===== config.mk =====
export PLATFORM = sky130hd
export DESIGN_NAME = sflag_alu
export DESIGN_NICKNAME = d
export VERILOG_FILES = /design/src/rtl/sflag_pkg.sv /design/src/rtl/sflag_alu_core.sv /design/src/rtl/sflag_status_reg.sv /design/src/rtl/sflag_irq_gate.sv /design/src/rtl/sflag_alu.sv
export SDC_FILE = /design/constraint.sdc
export NUM_CORES = 1
export LEC_CHECK = 0
export ABC_CLOCK_PERIOD_IN_PS = 8700
export BUFFER_PORTS_ARGS = -buffer_cell sky130_fd_sc_hd__buf_2
export CAP_MARGIN = 40
export CORE_ASPECT_RATIO = 0.6
export CORE_UTILIZATION = 59
export DETAILED_ROUTE_END_ITERATION = 12
export GPL_TIMING_DRIVEN = 0
export PLACE_DENSITY = 0.86
export SETUP_SLACK_MARGIN = 0.3
export SYNTH_ARGS = -nofsm -noshare
export SYNTH_HDL_FRONTEND = slang
export SYNTH_SLANG_ARGS = --single-unit

===== constraint.sdc =====
create_clock -name clk -period 8.7 [get_ports clk]
set_input_delay 0.87 -clock clk [delete_from_list [all_inputs] [get_ports clk]]
set_output_delay 0.87 -clock clk [all_outputs]
set_load 0.005 [all_outputs]

===== src/rtl/sflag_pkg.sv =====
package sflag_pkg;

    localparam int DW = 8;

    // status bit positions
    localparam int FB_C = 0;
    localparam int FB_Z = 1;
    localparam int FB_I = 2;
    localparam int FB_D = 3;
    localparam int FB_B = 4;
    localparam int FB_U = 5;
    localparam int FB_V = 6;
    localparam int FB_N = 7;

    localparam logic [DW-1:0] STATUS_RST = DW'(1) << FB_U;

    typedef enum logic [3:0] {
        OP_ADD  = 4'h0,
        OP_SUB  = 4'h1,
        OP_CMP  = 4'h2,
        OP_AND  = 4'h3,
        OP_OR   = 4'h4,
        OP_XOR  = 4'h5,
        OP_SHL  = 4'h6,
        OP_SHR  = 4'h7,
        OP_ROL  = 4'h8,
        OP_ROR  = 4'h9,
        OP_SETC = 4'hA,
        OP_CLRC = 4'hB,
        OP_SETI = 4'hC,
        OP_CLRI = 4'hD,
        OP_SETD = 4'hE,
        OP_CLRD = 4'hF
    } alu_op_e;

    typedef struct packed {
        logic [DW-1:0] res;
        logic          res_we;
        logic          n;
        logic          z;
        logic          c;
        logic          v;
        logic          upd_nz;
        logic          upd_c;
        logic          upd_v;
    } alu_out_t;

    function automatic logic all_zero(input logic [DW-1:0] x);
        return (x == '0);
    endfunction

endpackage


===== src/rtl/sflag_alu_core.sv =====
module sflag_alu_core
    import sflag_pkg::*;
(
    input  alu_op_e       op,
    input  logic [DW-1:0] a,
    input  logic [DW-1:0] m,
    input  logic          cin,
    output alu_out_t      out
);
    logic [DW-1:0] add_b;
    logic          add_ci;
    logic [DW:0]   sum;
    logic [DW-1:0] low;
    logic          c_into_msb;
    logic [DW-1:0] val;

    always_comb begin
        add_b  = m;
        add_ci = cin;
        if (op == OP_SUB) begin
            add_b = ~m;
        end else if (op == OP_CMP) begin
            add_b  = ~m;
            add_ci = 1'b1;
        end
    end

    assign sum        = {1'b0, a} + {1'b0, add_b} + {{DW{1'b0}}, add_ci};
    assign low        = {1'b0, a[DW-2:0]} + {1'b0, add_b[DW-2:0]} + {{(DW-1){1'b0}}, add_ci};
    assign c_into_msb = low[DW-1];

    always_comb begin
        out = '0;
        val = '0;
        unique case (op)
            OP_ADD, OP_SUB: begin
                val        = sum[DW-1:0];
                out.res_we = 1'b1;
                out.upd_nz = 1'b1;
                out.upd_c  = 1'b1;
                out.upd_v  = 1'b1;
                out.c      = sum[DW];
                out.v      = c_into_msb ^ sum[DW];
            end
            OP_CMP: begin
                val        = sum[DW-1:0];
                out.upd_nz = 1'b1;
                out.upd_c  = 1'b1;
                out.c      = sum[DW];
            end
            OP_AND, OP_OR, OP_XOR: begin
                val        = (op == OP_AND) ? (a & m) :
                             (op == OP_OR)  ? (a | m) : (a ^ m);
                out.res_we = 1'b1;
                out.upd_nz = 1'b1;
            end
            OP_SHL, OP_ROL: begin
                val        = {a[DW-2:0], (op == OP_ROL) ? cin : 1'b0};
                out.res_we = 1'b1;
                out.upd_nz = 1'b1;
                out.upd_c  = 1'b1;
                out.c      = a[DW-1];
            end
            OP_SHR, OP_ROR: begin
                val        = {(op == OP_ROR) ? cin : 1'b0, a[DW-1:1]};
                out.res_we = 1'b1;
                out.upd_nz = 1'b1;
                out.upd_c  = 1'b1;
                out.c      = a[0];
            end
            default: begin
                val = '0;
            end
        endcase
        out.res = val;
        out.n   = val[DW-1];
        out.z   = all_zero(val);
    end
endmodule


===== src/rtl/sflag_status_reg.sv =====
module sflag_status_reg
    import sflag_pkg::*;
(
    input  logic          clk,
    input  logic          rst,
    input  logic          op_valid,
    input  alu_op_e       op,
    input  alu_out_t      alu,
    input  logic          break_evt,
    output logic [DW-1:0] status
);
    logic [DW-1:0] st_q;

    always_ff @(posedge clk) begin
        if (rst) begin
            st_q <= STATUS_RST;
        end else begin
            if (op_valid) begin
                if (alu.upd_nz) begin
                    st_q[FB_N] <= alu.n;
                    st_q[FB_Z] <= alu.z;
                end
                if (alu.upd_c) st_q[FB_C] <= alu.c;
                if (alu.upd_v) st_q[FB_V] <= alu.v;
                case (op)
                    OP_SETC: st_q[FB_C] <= 1'b1;
                    OP_CLRC: st_q[FB_C] <= 1'b0;
                    OP_SETI: st_q[FB_I] <= 1'b1;
                    OP_CLRI: st_q[FB_I] <= 1'b0;
                    OP_SETD: st_q[FB_D] <= 1'b1;
                    OP_CLRD: st_q[FB_D] <= 1'b0;
                    default: ;
                endcase
            end
            if (break_evt) st_q[FB_B] <= 1'b1;
        end
    end

    assign status = st_q | STATUS_RST;
endmodule


===== src/rtl/sflag_irq_gate.sv =====
module sflag_irq_gate (
    input  logic irq_req,
    input  logic irq_dis,
    output logic irq_out
);
    assign irq_out = irq_req & ~irq_dis;
endmodule


===== src/rtl/sflag_alu.sv =====
module sflag_alu
    import sflag_pkg::*;
(
    input  logic          clk,
    input  logic          rst,
    input  logic          op_valid,
    input  logic [3:0]    op_code,
    input  logic [DW-1:0] acc_in,
    input  logic [DW-1:0] opnd_in,
    input  logic          break_evt,
    input  logic          irq_req,
    output logic [DW-1:0] result,
    output logic [DW-1:0] status,
    output logic          irq_out
);
    alu_op_e       op_e;
    alu_out_t      alu_o;
    logic [DW-1:0] res_q;

    assign op_e = alu_op_e'(op_code);

    sflag_alu_core u_core (
        .op  (op_e),
        .a   (acc_in),
        .m   (opnd_in),
        .cin (status[FB_C]),
        .out (alu_o)
    );

    sflag_status_reg u_status (
        .clk       (clk),
        .rst       (rst),
        .op_valid  (op_valid),
        .op        (op_e),
        .alu       (alu_o),
        .break_evt (break_evt),
        .status    (status)
    );

    sflag_irq_gate u_irq (
        .irq_req (irq_req),
        .irq_dis (status[FB_I]),
        .irq_out (irq_out)
    );

    always_ff @(posedge clk) begin
        if (rst)                          res_q <= '0;
        else if (op_valid && alu_o.res_we) res_q <= alu_o.res;
    end

    assign result = res_q;
endmodule


# Word level (Yosys, flattened, before mapping)
# Cells that the tools add are included.
# Widths: inputs -> output; s select.
# op_classes
add_sub_neg	4
eq_ne	15
muxes	19
n_bitwise	7
reduce_logical	19
# ops
cell	n
$eq 4x4->1 const B	8
$mux 8	4
$pmux 8 s4	1
$eq 4x3->1 const B	4
$mux 1	10
$reduce_and 2->1	5
$reduce_or 10->1	1
$add 8x8->9	1
$add 9x1->9	1
$reduce_or 9->1	1
$add 7x7->8	1
$add 8x1->8	1
$and 8x8->8	1
$eq 4x2->1 const B	2
$logic_not 8->1	1
$not 8->8	1
$or 8x8->8	1
$xor 8x8->8	1
$reduce_or 7->1	1
$pmux 1 s2	3
$reduce_or 2->1	3
$reduce_or 3->1	2
$eq 4x1->1 const B	1
$logic_not 4->1	1
7 further kinds	8
# word_totals
reg_bits	15
inputBits	25
out_inout_bits	17
word_cells	71

# Logic depth before layout (Yosys ltp)
# logic_depth
word_depth	8
depth_mapped	14
ltp_nobuf	12

# Hierarchy
# Synthesis repeated with hierarchy kept, for this count alone.
# unflattened
hier_cells	261
hier_area_um2	2037.0
# modules_own_cells
mod	n_inst	cells_each	area_each_um2	seq_area_each_um2
sflag_alu_core	1	187	1351.3	0.0
sflag_alu	1	37	366.6	160.2
sflag_status_reg	1	36	305.3	140.1
sflag_irq_gate	1	1	13.8	0.0

# Least setup slack after synthesis
# Ideal clock, no wire load.
# synth_timing
path_kind	input port to flip-flop
start	input op_code[2]
end	register u_status.st_q[1]
arrival_time_ps	3944
required_ps	8616
path_slack_ps	4671
cell_stages	14
path_buffers	2
path_cell_list	buf_6 -> buf_6 -> nor2_1 -> nand2_1 -> nor2_2 -> xnor2_1 -> fa_1 -> fa_1 -> a211o_1 -> and3_1 -> a2111o_1 -> a21oi_1 -> nand2_1 -> o31ai_2
# synth_via
elab_chain_cells	7
# synth_rtl
element	line_no	source
from (decl)	sflag_alu.sv:7	input logic [3:0] op_code,
$eq 4x2->1	sflag_alu_core.sv:22, sflag_alu_core.sv:35	
$mux 8	sflag_alu_core.sv:22	end else if (op == OP_CMP) begin
$mux 8	sflag_alu_core.sv:20	if (op == OP_SUB) begin
$add 8x8->9	sflag_alu_core.sv:28	assign sum = {1'b0, a} + {1'b0, add_b} + {{DW{1'b0}}, add_ci};
$add 9x1->9	sflag_alu_core.sv:28	
$pmux 8 s4	sflag_alu_core.sv:35	unique case (op)
$logic_not 8->1	sflag_pkg.sv:49	return (x == '0);
to (signal, indexed assignment)	sflag_status_reg.sv:20	st_q[FB_N] <= alu.n;
to (signal, indexed assignment)	sflag_status_reg.sv:21	st_q[FB_Z] <= alu.z;
to (signal, indexed assignment)	sflag_status_reg.sv:23	if (alu.upd_c) st_q[FB_C] <= alu.c;
to (decl)	sflag_status_reg.sv:12	logic [DW-1:0] st_q;
# Several ways; a longest one is shown, not always the timed one.
# A chain may end at the register's enable or synchronous reset.

# Worst setup path after layout
# layout_timing
start	input op_code[3]
end	register u_status.st_q[1]
# The elaborated chain is that of the path after synthesis.

==> flow_summary.toml <==
[outcome]
run_status = "finished clean"

[power]
power_per_cell_area_nw_per_um2 = 115
power_leakage_nw = 1.00
ir_drop_mv = 0.0679

[logic_synthesis]
post_synthesis_cell_count = 227
biggest_area_contributors_in_the_synthesized_netlist = "sky130_fd_sc_hd__dfxtp_1, sky130_fd_sc_hd__ha_1, sky130_fd_sc_hd__nor2_1, sky130_fd_sc_hd__a211oi_1, sky130_fd_sc_hd__xnor2_1"
synth_area_um2 = 1810
count_of_unique_library_cells_instantiated_by_yosys = 58
syn_nets = 277
netlist.top_cell.by_area = "sky130_fd_sc_hd__dfxtp_1"
synthTopCellsByCount = "sky130_fd_sc_hd__nor2_1, sky130_fd_sc_hd__ha_1, sky130_fd_sc_hd__a21oi_1, sky130_fd_sc_hd__inv_1, sky130_fd_sc_hd__dfxtp_1"
synth_flop_cell = "sky130_fd_sc_hd__dfxtp_1"
share_of_synthesized_area_occupied_by_flip_flops_and_latches_pct = 16.6
synth_seq_cells = 15
yosysMostFrequentCell = "sky130_fd_sc_hd__nor2_1"
avgSynthCellArea_um2 = 7.99
synth_largest_type_area_fraction_pct = 16.6
yosys_warn_count = 0
share_of_async_settable_or_async_resettable_flops_after_synthesis_pct = 0
synth_edf_count = 0

[critical_path]
cp_top_family = "simple AND/OR/NAND/NOR gates"
req_time_crit_path_ns = 8.86
cpPeakStageDelay_ns = 0.52
setup.worst_path.class = "input pin to flop"
critPathSlowestCell = "sky130_fd_sc_hd__nor2_2"
worst-path-max-fanout = 10
cells_along_the_critical_path = "buf_2 > buf_6 > nor2_1 > nand2_1 > nor2_2 > xnor2_1 > fa_1 > fa_1 > a211o_1 > and3_1 > a2111o_1 > a21oi_1 > nand2_1 > o31ai_2"
worstPathArrival_ns = 4.66
path_buf_inv = 2
start_kind = "input pin"
crit_path_end_kind = "flop"

[global_route]
grt-ovfl-total = 0
grt_first_pass_wirelength_mm = 7.67
antenna_found_initial = 0
grt.total_usage_pct = 30.9
first_global_vias = 1606
pin_count_of_the_biggest_net_entering_global_routing = 11

[timing]
min_period_over_period_pct = 51.7
finalHoldViolCount = 0
timing.final.ws_setup_ns = 4.20
rsz_0062_raised_after_global_routing = "no"
maximum_clock_frequency_mhz = 222
fin_crit_ns = 4.50
tns_ns = 0
slew_of_the_pin_with_the_lowest_slew_margin_ns = 0.952
fin_skew_ns = 0.000499
setup-violations-final = 0
max-slew-margin-rel_pct = 36.1
timing_max_transition_violations_final = 0

[cells_and_area]
area_growth_syn_to_layout_pct = 16.1
final_layout_size_suffix_gt1_share_pct = 24.4
finish.instance_area_um2 = 2110
antenna_cells_inserted = 0
layout.nets = 321
fill_cells = 239

[route]
wl_met2_mm = 1.88
routed-via-count = 1856
route.met3.wl_um = 461
drt_iter0_markers = 276
ant_nets = 0
detail_route.first_pass.iterations = 7
wirelength_mm = 4.63
detail_route.wl_per_cell_um = 14.8
wl_met1_mm = 2.21
drt-vias-per-instance = 5.95
top_metal_used = "met4"
remaining_drc_errors = 0

[placed_design]
place.gp.congestion = 0.932
pre_cts_slack_ns = 4.05
dp_hpwl_mm = 3.57
buffer_ports.inserted = 39
place_area_um2 = 2060

[flow_run]
timing.max_cap.violations = 0

[clocking]
ctsResizeCount = 0
cts_root_buffer = "sky130_fd_sc_hd__clkbuf_8"
tritoncts.num_buffers = 3
clkSinkCount = 15
cts_tree = "built"
htree_num_levels = 1
cts.clk_slew.worst_paths_ns = 0.06
postCtsSetupRepairBufs = 0
worstSkewPairLatency_ns = 0.25
clockBufferDepth = 2
cts_hold_repair.buffers = 0

[die]
row_count = 15
chipHeight_um = 45.0
floorplan.initialDensity_pct = 62.8
num_io_pins = 42
core_footprint_um2 = 2890
die_x_um = 73.6
floorplan.die_area_um2 = 3310

[hold_path]
min-delay-path-class = "flop to flop"
path summary, 6_finish.rpt:
check / startpoint / end / slack (ns) / cells past startpoint
worst max-delay path: op_code[3] / u_status.st_q[1] / 4.20 / 14
worst min-delay path: u_status.st_q[4] / u_status.st_q[4] / 0.47 / 2
worst max register to register: u_status.st_q[0] / u_status.st_q[1] / 5.72 / 9
worst min register to register: u_status.st_q[4] / u_status.st_q[4] / 0.47 / 2
worst reg2reg max path, stage by stage, from the launching register on:
cell,delay (ns)
sky130_fd_sc_hd__dfxtp_1,0.36
sky130_fd_sc_hd__a21o_1,0.18
sky130_fd_sc_hd__fa_1,0.42
sky130_fd_sc_hd__fa_1,0.43
sky130_fd_sc_hd__a211o_1,0.32
sky130_fd_sc_hd__and3_1,0.22
sky130_fd_sc_hd__a2111o_1,0.42
sky130_fd_sc_hd__a21oi_1,0.26
sky130_fd_sc_hd__nand2_1,0.11
sky130_fd_sc_hd__o31ai_2,0.19
final cells by class:
class / instances / area [um^2] / area share [%]
well taps: 42 / 52.6 / 2.49
plain buffers: 12 / 106 / 5.05
clock buffers: 4 / 45.0 / 2.14
flip-flops and latches: 15 / 300 / 14.3
multi-input cells: 183 / 1340 / 63.8
inverters: 17 / 63.8 / 3.03
repair buffers: 39 / 195 / 9.26
placed cells by master, fill, tap and decap left out, types with 3 or more instances in the layout:
master	synthesis	routed
sky130_fd_sc_hd__inv_1	17	17
sky130_fd_sc_hd__xnor2_1	10	10
sky130_fd_sc_hd__buf_2	1	40
sky130_fd_sc_hd__nand2_1	12	12
sky130_fd_sc_hd__clkbuf_8	0	3
sky130_fd_sc_hd__buf_6	4	4
sky130_fd_sc_hd__nor3_1	4	4
sky130_fd_sc_hd__mux2i_1	5	5
sky130_fd_sc_hd__a211oi_1	12	12
sky130_fd_sc_hd__nor2b_1	3	3
sky130_fd_sc_hd__o21ai_0	10	10
sky130_fd_sc_hd__ha_1	23	23
sky130_fd_sc_hd__a21oi_1	17	17
sky130_fd_sc_hd__or2_2	3	3
sky130_fd_sc_hd__dfxtp_1	15	15
sky130_fd_sc_hd__nor2_1	29	29
sky130_fd_sc_hd__buf_4	5	5
sky130_fd_sc_hd__xor2_1	3	3
sky130_fd_sc_hd__o221ai_1	4	4
layer usage:
metal  vias to the layer above  GRT usage, %
li1                        899             -
met1                       825          46.7
met2                       122          44.6
met3                        10          6.25
met4                         0          7.69
met5                         -             0
power breakdown:
part	internal [W]	total (W)	switching, W
sequential	0.0000734	0.0000761	0.00000270
clock	0.0000324	0.0000558	0.0000234
combinational	0.0000490	0.000111	0.0000620
total	0.000155	0.000243	0.0000881
flip-flops by register name, summed over array words and instances, names as in the netlist:
| signal | count |
|---|---|
| u_status.st_q | 7 |
| result | 8 |
cells by family (layout without fill, tap and decap cells):
logic type	after synthesis	in the layout	synth area share [%]
AOI/OAI and AO/OA	67	67	26.7
xor gates and xnor gates	13	13	6.28
adders and majority gates	25	25	18.1
buffers and inverters	29	72	9.38
DFF	15	15	16.6
muxes	5	5	2.76
other	1	1	0.207
and+or+nand+nor	72	72	20.1
metrics by stage:
| stage | std cells | util [%] | hold WS, ns | total power [W] |
|---|---|---|---|---|
| after floorplan | 227 | - | 0.461 | 0.000154 |
| after global placement | 308 | 71.3 | 0.455 | 0.000182 |
| after detailed placement | 308 | 71.3 | 0.462 | 0.000185 |
| after CTS | 312 | 72.9 | 0.477 | 0.000241 |
| after global routing | 312 | 72.9 | 0.514 | 0.000260 |
| final | 312 | 72.9 | 0.473 | 0.000243 |
Power figures use the tool's default switching activity.
